## src/rtl/sprite_xor_blit.sv

```systemverilog
module sprite_xor_blit #(
  parameter int COLS = 64,
  parameter int ROWS = 32,
  parameter int AW   = 12
) (
  input  logic                                   clk,
  input  logic                                   rst_n,
  input  logic                                   start,
  input  logic [AW-1:0]                          spr_addr,
  input  logic [7:0]                             col,
  input  logic [7:0]                             row,
  input  logic [3:0]                             height,
  output logic                                   busy,
  output logic                                   done,
  output logic                                   collide,
  output logic                                   mem_rd,
  output logic [AW-1:0]                          mem_addr,
  input  logic [7:0]                             mem_data,
  output logic                                   px_rd,
  output logic                                   px_wr,
  output logic [$clog2(COLS)+$clog2(ROWS)-1:0]   px_addr,
  input  logic                                   px_rdata,
  output logic                                   px_wdata
);
  localparam int CW = $clog2(COLS);
  localparam int RW = $clog2(ROWS);

  typedef enum logic [2:0] {S_IDLE, S_FETCH, S_WAIT, S_PRD, S_PWR, S_DONE} st_t;

  st_t           st;
  logic [AW-1:0] base;
  logic [7:0]    x0, y0, sbyte;
  logic [3:0]    nrows, ridx;
  logic [2:0]    bidx;
  logic          coll;

  logic          pix_bit;
  logic [CW-1:0] px_x;
  logic [RW-1:0] px_y;

  assign pix_bit  = sbyte[3'd7 - bidx];
  assign px_x     = CW'((x0 + 8'(bidx)) % COLS);
  assign px_y     = RW'((y0 + 8'(ridx)) % ROWS);
  assign px_addr  = {px_y, px_x};
  assign px_rd    = (st == S_PRD);
  assign px_wr    = (st == S_PWR);
  assign px_wdata = px_rdata ^ pix_bit;
  assign mem_rd   = (st == S_FETCH);
  assign mem_addr = base + AW'(ridx);
  assign busy     = (st != S_IDLE);
  assign done     = (st == S_DONE);
  assign collide  = coll;

  always_ff @(posedge clk) begin
    if (!rst_n) begin
      st    <= S_IDLE;
      base  <= '0;
      x0    <= '0;
      y0    <= '0;
      sbyte <= '0;
      nrows <= '0;
      ridx  <= '0;
      bidx  <= '0;
      coll  <= 1'b0;
    end else begin
      unique case (st)
        S_IDLE: if (start) begin
          base  <= spr_addr;
          x0    <= col;
          y0    <= row;
          nrows <= height;
          ridx  <= '0;
          bidx  <= '0;
          coll  <= 1'b0;
          st    <= (height == 4'd0) ? S_DONE : S_FETCH;
        end
        S_FETCH: st <= S_WAIT;
        S_WAIT: begin
          sbyte <= mem_data;
          st    <= S_PRD;
        end
        S_PRD: st <= S_PWR;
        S_PWR: begin
          if (pix_bit && px_rdata) coll <= 1'b1;
          if (bidx == 3'd7) begin
            bidx <= '0;
            if (ridx == nrows - 4'd1) st <= S_DONE;
            else begin
              ridx <= ridx + 4'd1;
              st   <= S_FETCH;
            end
          end else begin
            bidx <= bidx + 3'd1;
            st   <= S_PRD;
          end
        end
        S_DONE: st <= S_IDLE;
        default: st <= S_IDLE;
      endcase
    end
  end
endmodule

```

## config.mk

```make
export PLATFORM = sky130hd
export DESIGN_NAME = sprite_xor_blit
export DESIGN_NICKNAME = d
export VERILOG_FILES = /design/src/rtl/sprite_xor_blit.sv
export SDC_FILE = /design/constraint.sdc
export NUM_CORES = 1
export LEC_CHECK = 0
export ABC_AREA = 1
export BUFFER_PORTS_ARGS = -buffer_cell sky130_fd_sc_hd__buf_2
export CORE_ASPECT_RATIO = 0.9
export CORE_MARGIN = 4
export CORE_UTILIZATION = 45
export CTS_CLUSTER_DIAMETER = 120
export DETAILED_ROUTE_END_ITERATION = 12
export PLACE_DENSITY = 0.71
export SLEW_MARGIN = 20
export SYNTH_ARGS = -nofsm -noshare
export SYNTH_HDL_FRONTEND = slang
export SYNTH_SLANG_ARGS = --single-unit
export TNS_END_PERCENT = 10
```

## constraint.sdc

```tcl
create_clock -name clk -period 2.8 [get_ports clk]
set_input_delay 0.14 -clock clk [delete_from_list [all_inputs] [get_ports clk]]
set_output_delay 0.14 -clock clk [all_outputs]
set_load 0.05 [all_outputs]
```

==> metrics.txt, run 1 <==
DRC 0; complex-gate fraction of the synthesized area 0.163; number of global-route vias before repair between 2000 and 2500; vias per inst a little under 5; worst reg2reg path depth 8; Async SR Flop Fraction 0; main area contributors after synthesis dfxtp_1 (36%), o21ai_0 (8.2%), ha_1 (7.8%); final worst-path cycle share 0.890; CP Capture Type primary output; Hold Path End y0[3]; antenna diode count 0; Sequential Power Share 0.448; Iteration-0 DRC Markers 109; Max Fanout on Critical Path 6; proportion of synthesized area in mux cells 0; setup slack, reg-to-reg 970 ps; Avg WL per Cell 12.1 microns; Post-Synthesis Cells ~340; RSZ-0062 raised after global routing no; cell area after synthesis about 2600 sq um; xor/xnor share of the synthesized area 0.0714; number of synthesized flops with an enable pin 0; Least-Margin Pin Slew 647 ps; synthesized flop and latch total 46; HPWL Detailed 4.28 mm; Global Route Usage Sum 0.174; Synth Area in Simple Gates 0.219; final clock skew 8.45 ps; fraction of layout cells with a size suffix above 1 0.231; sw frac 0.389; main combinational cell family by area after synthesis simple AND/OR/NAND/NOR gates; initial core utilization 0.476; cell count of the worst hold path 3; via count of the routed design 2324; WHS roughly 56 ps; final net count 470; Synth Area in Adders 0.101; post-synth top area share 0.358; leakage power 1.48 nW; Worst-Skew Late Latency roughly 300 ps; synth cell count leaders dfxtp_1 (46), o21ai_0 (42), inv_1 (40), nor2_1 (40), nand2_1 (39); cell internal pwr 0.00104 W; Sw Pwr 0.000660 W; Ports 74; sequential-to-total area share from yosys stat 0.358; CTS tree done; final estimated routing congestion in global placement between 0.7 and 0.8; # hold bufs at CTS 0; Post-DRT Antenna Nets 0; Crit-path slowest cell dfxtp_1; Max rail drop VDD 0.384 mV; cell mode on critical path inv_1; First-pass DRT Iterations 4; crit-path cells ha_1, inv_1, fa_1, inv_1, a31oi_1, nor3_2, nand2_1, xor2_1, buf_2; post-CTS setup buffers 0; Sink Count 46; largest net degree at the start of global routing 44; Die Y 79.8 microns; Hold Fails Final Rpt 0; core area 5410 sq um; Crit path largest cell delay 450 ps; Reg-to-Reg Start st[0]; H-tree levels 2; synth-to-layout area growth 18.0%; Final setup viols 0; status finished, final reports clean; number of I/O port buffers 68; clock network fraction of design power 0.233; Hold WC Path Type input pin to flop; # Max-Cap Violations 0; final max-slew violation count 0; chip width 87.7 microns; clk root buf clkbuf_8; total negative slack 0 ps; Clk pin slew, worst setup/hold paths approximately 90 ps; FILL cells approximately 550; Syn Area/Cell 7.53 sq um; WP data arrival roughly 2400 ps; Synth area leader dfxtp_1; Pwr Density 559 nW/um^2; clock period minus worst slack 2490 ps; reg2reg end x0[1]; Total Die Area around 7000 sq um; final WL 5.74 mm; initial antenna violation count 0; count leader, synth dfxtp_1; CP required 2660 ps; Crit Path Category flop to primary output; Syn Nets approximately 400; Hold Crit Start row[3]; Unique masters post-synth 29; CTS Buf Count 5; CTS Buffer Depth 2; Slew headroom 0.568; grt ovf 0; highest clock rate 0.401 GHz; startpoint types flop; Ys Warns 0; first-pass GRT wire length 9.79 mm; Post-CTS Resized 0; Logic pwr share 0.319; leading register cell type out of synthesis dfxtp_1; Rows 25
state kept, by name, indices dropped and copies added (netlist names):
| signal | cells |
|---|---|
| base | 12 |
| sbyte | 8 |
| x0 | 6 |
| y0 | 5 |
| nrows | 4 |
| ridx | 4 |
| bidx | 3 |
| st | 3 |
| collide | 1 |
layer usage:
layer	global-route usage	routed length [microns]
met5	0	0
met4	0.0460	41
met1	0.226	2600
met2	0.281	2710
met3	0.0526	395
per-stage QoR:
| stage | total power [W] | std cells | instance area [sq um] | setup WS (ps) | utilization |
|---|---|---|---|---|---|
| after CTS | 0.00171 | 474 | 3030 | 218 | 0.560 |
| final | 0.00170 | 474 | 3040 | 308 | 0.561 |
| after floorplan | 0.00120 | 342 | 2570 | 402 | - |
| after detailed placement | 0.00132 | 467 | 2950 | 562 | 0.546 |
| after global routing | 0.00180 | 474 | 3040 | 80.7 | 0.561 |
| after global placement | 0.00131 | 467 | 2950 | 604 | 0.546 |
cells in the final DEF, fill, tap and decap left out, types with 6 or more instances in the layout:
cell / instances
xor2_1: 16
buf_2: 68
nand2_1: 39
inv_2: 8
dfxtp_1: 46
nor2_1: 40
nor3_1: 6
inv_1: 40
o21ai_0: 42
nand3_1: 12
ha_1: 16
a21oi_1: 37
area by class of cell:
| class | instances | area [sq um] | area share |
|---|---|---|---|
| multi-input combinational | 238 | 1430 | 0.472 |
| sequential | 46 | 921 | 0.303 |
| timing repair buffer | 68 | 340 | 0.112 |
| inverter | 48 | 180 | 0.0593 |
| tap | 67 | 83.8 | 0.0276 |
| clock buffer | 6 | 72.6 | 0.0239 |
| clock inverter | 1 | 7.51 | 0.00247 |
kinds of logic after synthesis:
kind of cell | after synthesis
adders and majority gates | 19
DFF | 46
and+or+nand+nor | 115
AOI/OAI and AO/OA | 83
buffers and inverters | 58
xor gates and xnor gates | 21
critical path, delay by kind of cell, from the launching register on:
kind | cells | cell delay [ps]
XOR/XNOR | 1 | 120
adder cells (fa/ha/maj) | 2 | 600
AO/OA/AOI/OAI | 1 | 170
buffers and inverters | 3 | 400
flip-flops | 1 | 450
AND/OR/NAND/NOR | 2 | 300
power groups by stage:
stage | Combinational, W | Sequential, W | Clock (W)
2_1_floorplan | 0.000434 | 0.000767 | 0
3_3_place_gp | 0.000535 | 0.000774 | 0
3_5_place_dp | 0.000543 | 0.000776 | 0
4_1_cts | 0.000545 | 0.000761 | 0.000408
5_1_grt | 0.000598 | 0.000769 | 0.000435
6_report | 0.000541 | 0.000761 | 0.000395
worst max-delay path by stage:
stage	start	to	slack, ps
floorplan	ridx[0]	mem_addr[10]	400
global placement	ridx[0]	mem_addr[10]	600
detailed placement	ridx[0]	mem_addr[10]	560
CTS	ridx[0]	mem_addr[10]	220
global route	ridx[0]	mem_addr[10]	80
finish	ridx[0]	mem_addr[10]	310
(Power assumes the default switching activity.)
==> run 2, diff against run 1 <==
Settings changed: ABC_AREA 1 to not set.
==> run 2 against run 1 <==
Effect of this change: via count shrank 7.4%; critical path type unchanged; largest power group unchanged; fmax shrank 1.4%; worst hold slack gained 29 ps; synthesized cell count shrank 13%; clock skew grew 1.7 ps.
==> metrics.txt, run 2 <==
reg2reg end ridx[0]; WHS 85.7 ps (+29.3 ps); fraction of layout cells with a size suffix above 1 0.237 (+0.00596); synth-to-layout area growth 19.3%; initial core utilization 0.479 (+0.00277); FILL cells 534 (-3.1%); met3 WL 241 microns (-39%); max reg flops 12 (unchanged); final net count 425 (-9.6%); core area 5410 sq um (unchanged); leakage power 1.44 nW (-3.0%); Slew headroom 0.543 (-0.0249); grt ovf 0 (unchanged); number of global-route vias before repair 2094 (-6.5%); Setup WS pre-CTS 615 ps (+52.7 ps); Synth area leader dfxtp_1; Final setup viols 0 (unchanged); Crit Path Category flop to primary output; Max rail drop VDD 0.288 mV (-25%); number of synthesized flops with an enable pin 0 (unchanged); Clk pin slew, worst setup/hold paths 90 ps (about the same); sequential-to-total area share from yosys stat 0.356 (-0.00207); worst reg2reg path depth 7 (-1); Syn Nets 360 (-11%); Async SR Flop Fraction 0 (unchanged); clk root buf clkbuf_8; Syn Area/Cell 8.72 sq um (+16%); Avg WL per Cell 12.6 microns (+3.7%); synthesized flop and latch total 46 (unchanged); CTS tree done; antenna diode count 0 (unchanged); Hold Fails Final Rpt 0 (unchanged); Unique masters post-synth 41 (+41%); Setup WS post-layout 273 ps (-35.4 ps); largest net degree at the start of global routing 46 (+4.5%); Ys Warns 0 (unchanged); Met2 Wirelength 2.50 mm (-7.8%); via count of the routed design 2152 (-7.4%); clock period minus worst slack 2530 ps (+35.4 ps); count leader, synth nand2_1; met1 wire length 2.60 mm (+0.12%); Largest regs base (12), sbyte (8), x0 (6); final estimated routing congestion in global placement 0.774 (-2.1%); H-tree levels 2 (unchanged); post-synth top area share 0.356 (-0.00207); vias per inst 5.00 (+2.1%); chip width 88.0 microns (+0.27%); Rows 25 (unchanged); Hold WC Path Type input pin to flop; Final Power 0.00164 W (-3.1%); final clock skew 10.2 ps (+1.75 ps); footprint of the multi-input gates 1540 sq um (+7.2%); Least-Margin Pin Slew 685 ps (+38.3 ps); main combinational cell family by area after synthesis simple AND/OR/NAND/NOR gates; cell count of the worst hold path 3 (unchanged); leading cell type in the layout, fill and taps excluded buf_2; Sequential Area 921 sq um (unchanged); main area contributors after synthesis dfxtp_1 (36%), nand2_1 (9.1%), a21boi_0 (8.1%); setup slack, reg-to-reg 700 ps (-270 ps); Synth Area in Adders 0.100 (-0.000586); Largest Register base; total negative slack 0 ps (unchanged); Reg-to-Reg Start nrows[0]; Post-CTS Resized 0 (unchanged); WP data arrival 2390 ps (+40 ps); number of I/O port buffers 68 (unchanged); startpoint types flop; Global Route Usage Sum 0.164 (-0.0108); Pwr Density 532 nW/um^2 (-4.8%); CTS Buf Count 5 (unchanged); Die Y 80.0 microns (+0.26%); Iteration-0 DRC Markers 120 (+10%); highest clock rate 0.396 GHz (-1.4%); HPWL Detailed 4.07 mm (-4.7%); final worst-path cycle share 0.903 (+0.0127); Area after DPL 2980 sq um (+0.76%); DRC 0 (unchanged); xor/xnor share of the synthesized area 0.0744 (+0.00297); commonest non-fill, non-tap cells in the layout buf_2 (68), nand2_1 (63), dfxtp_1 (46); First-pass DRT Iterations 4 (unchanged); CTS Buffer Depth 2 (unchanged); proportion of synthesized area in mux cells 0.0527 (+0.0527); post-CTS setup buffers 0 (unchanged); # hold bufs at CTS 0 (unchanged); Total Die Area 7030 sq um (+0.53%); Post-DRT Antenna Nets 0 (unchanged); Synth Area in Simple Gates 0.211 (-0.00755); CP Capture Type primary output; initial antenna violation count 0 (unchanged); Post-Synthesis Cells 297 (-13%); Sink Count 46 (unchanged); CP required 2660 ps (about the same); status finished, final reports clean; complex-gate fraction of the synthesized area 0.155 (-0.00868); synth cell count leaders nand2_1 (63), dfxtp_1 (46), a21boi_0 (28), inv_1 (19), ha_1 (16); cell area after synthesis 2590 sq um (+0.58%); # Max-Cap Violations 0 (unchanged); Worst-Skew Late Latency 300 ps (about the same); final instance area 3090 sq um (+1.7%); Max Fanout on Critical Path 7 (+1); RSZ-0062 raised after global routing no; leading register cell type out of synthesis dfxtp_1; Ports 74 (unchanged); Hold Path End y0[2]; first-pass GRT wire length 9.19 mm (-6.1%); final WL 5.40 mm (-6.0%); Hold Crit Start row[2]; final max-slew violation count 0 (unchanged); Highest Signal Layer met4
-- run 2: changes by cell type in the layout (fill, tap and decap cells not counted), moves of 6 or more --
| cell | before | now |
|---|---|---|
| nand2_1 | 39 | 63 |
| a21boi_0 | 0 | 28 |
| xor2_1 | 16 | 8 |
| nor2b_1 | 0 | 13 |
| nor2_1 | 40 | 10 |
| o21ai_0 | 42 | 6 |
| xnor2_1 | 5 | 14 |
| inv_2 | 8 | 0 |
| inv_1 | 40 | 19 |
| mux2i_1 | 0 | 8 |
| a21o_1 | 0 | 6 |
| a21oi_1 | 37 | 7 |
| nand3_1 | 12 | 4 |
-- run 2: logic make-up (layout without fill, tap and decap cells) --
group,after synthesis,in the layout
DFF,46,46
xor gates and xnor gates,22,22
AOI/OAI and AO/OA,55,55
and+or+nand+nor,112,112
muxes,11,11
buffers and inverters,32,98
adders and majority gates,19,19
-- run 2: layer usage --
metal,vias to the layer above,track usage
met3,7,0.0320
met4,0,0.0460
li1,1118,-
met2,39,0.269
met5,-,0
met1,988,0.217
-- run 2: worst max-delay path by stage --
| stage | from | end | slack, ps | cells past startpoint |
|---|---|---|---|---|
| 3_3_place_gp | ridx[0] | mem_addr[8] | 650 | 9 |
| 3_5_place_dp | ridx[0] | mem_addr[6] | 610 | 9 |
| 4_1_cts | ridx[0] | mem_addr[6] | 270 | 9 |
| 6_report | ridx[0] | mem_addr[6] | 270 | 9 |
| 2_1_floorplan | ridx[0] | mem_addr[10] | 460 | 8 |
| 5_1_grt | ridx[0] | mem_addr[8] | 90 | 9 |
-- run 2: power breakdown --
group          switching (W)  internal (W)  leakage (nW)
Combinational       0.000273      0.000137          1.01
Clock               0.000228      0.000266        0.0504
Sequential         0.0000391      0.000701         0.375
-- run 2: layout make-up --
class                      count  share of cell area
clock buffer                   5              0.0223
timing repair buffer          71               0.117
inverter                      19              0.0231
sequential                    46               0.298
multi-input combinational    219               0.497
clock inverter                 3              0.0146
tap                           67              0.0271
-- run 2: worst max-delay path: stages (launching register included) --
cell,delay [ps]
dfxtp_1,480
ha_1,220
inv_1,50
fa_1,390
inv_1,70
a21o_1,110
a21oi_1,140
nor2_1,170
xor2_1,170
buf_2,290
-- run 2: per-stage QoR --
| stage | std cells | util |
|---|---|---|
| global placement | 422 | 0.550 |
| finish | 430 | 0.571 |
| detailed placement | 422 | 0.550 |
| floorplan | 297 | - |
| global route | 430 | 0.571 |
| CTS | 430 | 0.571 |
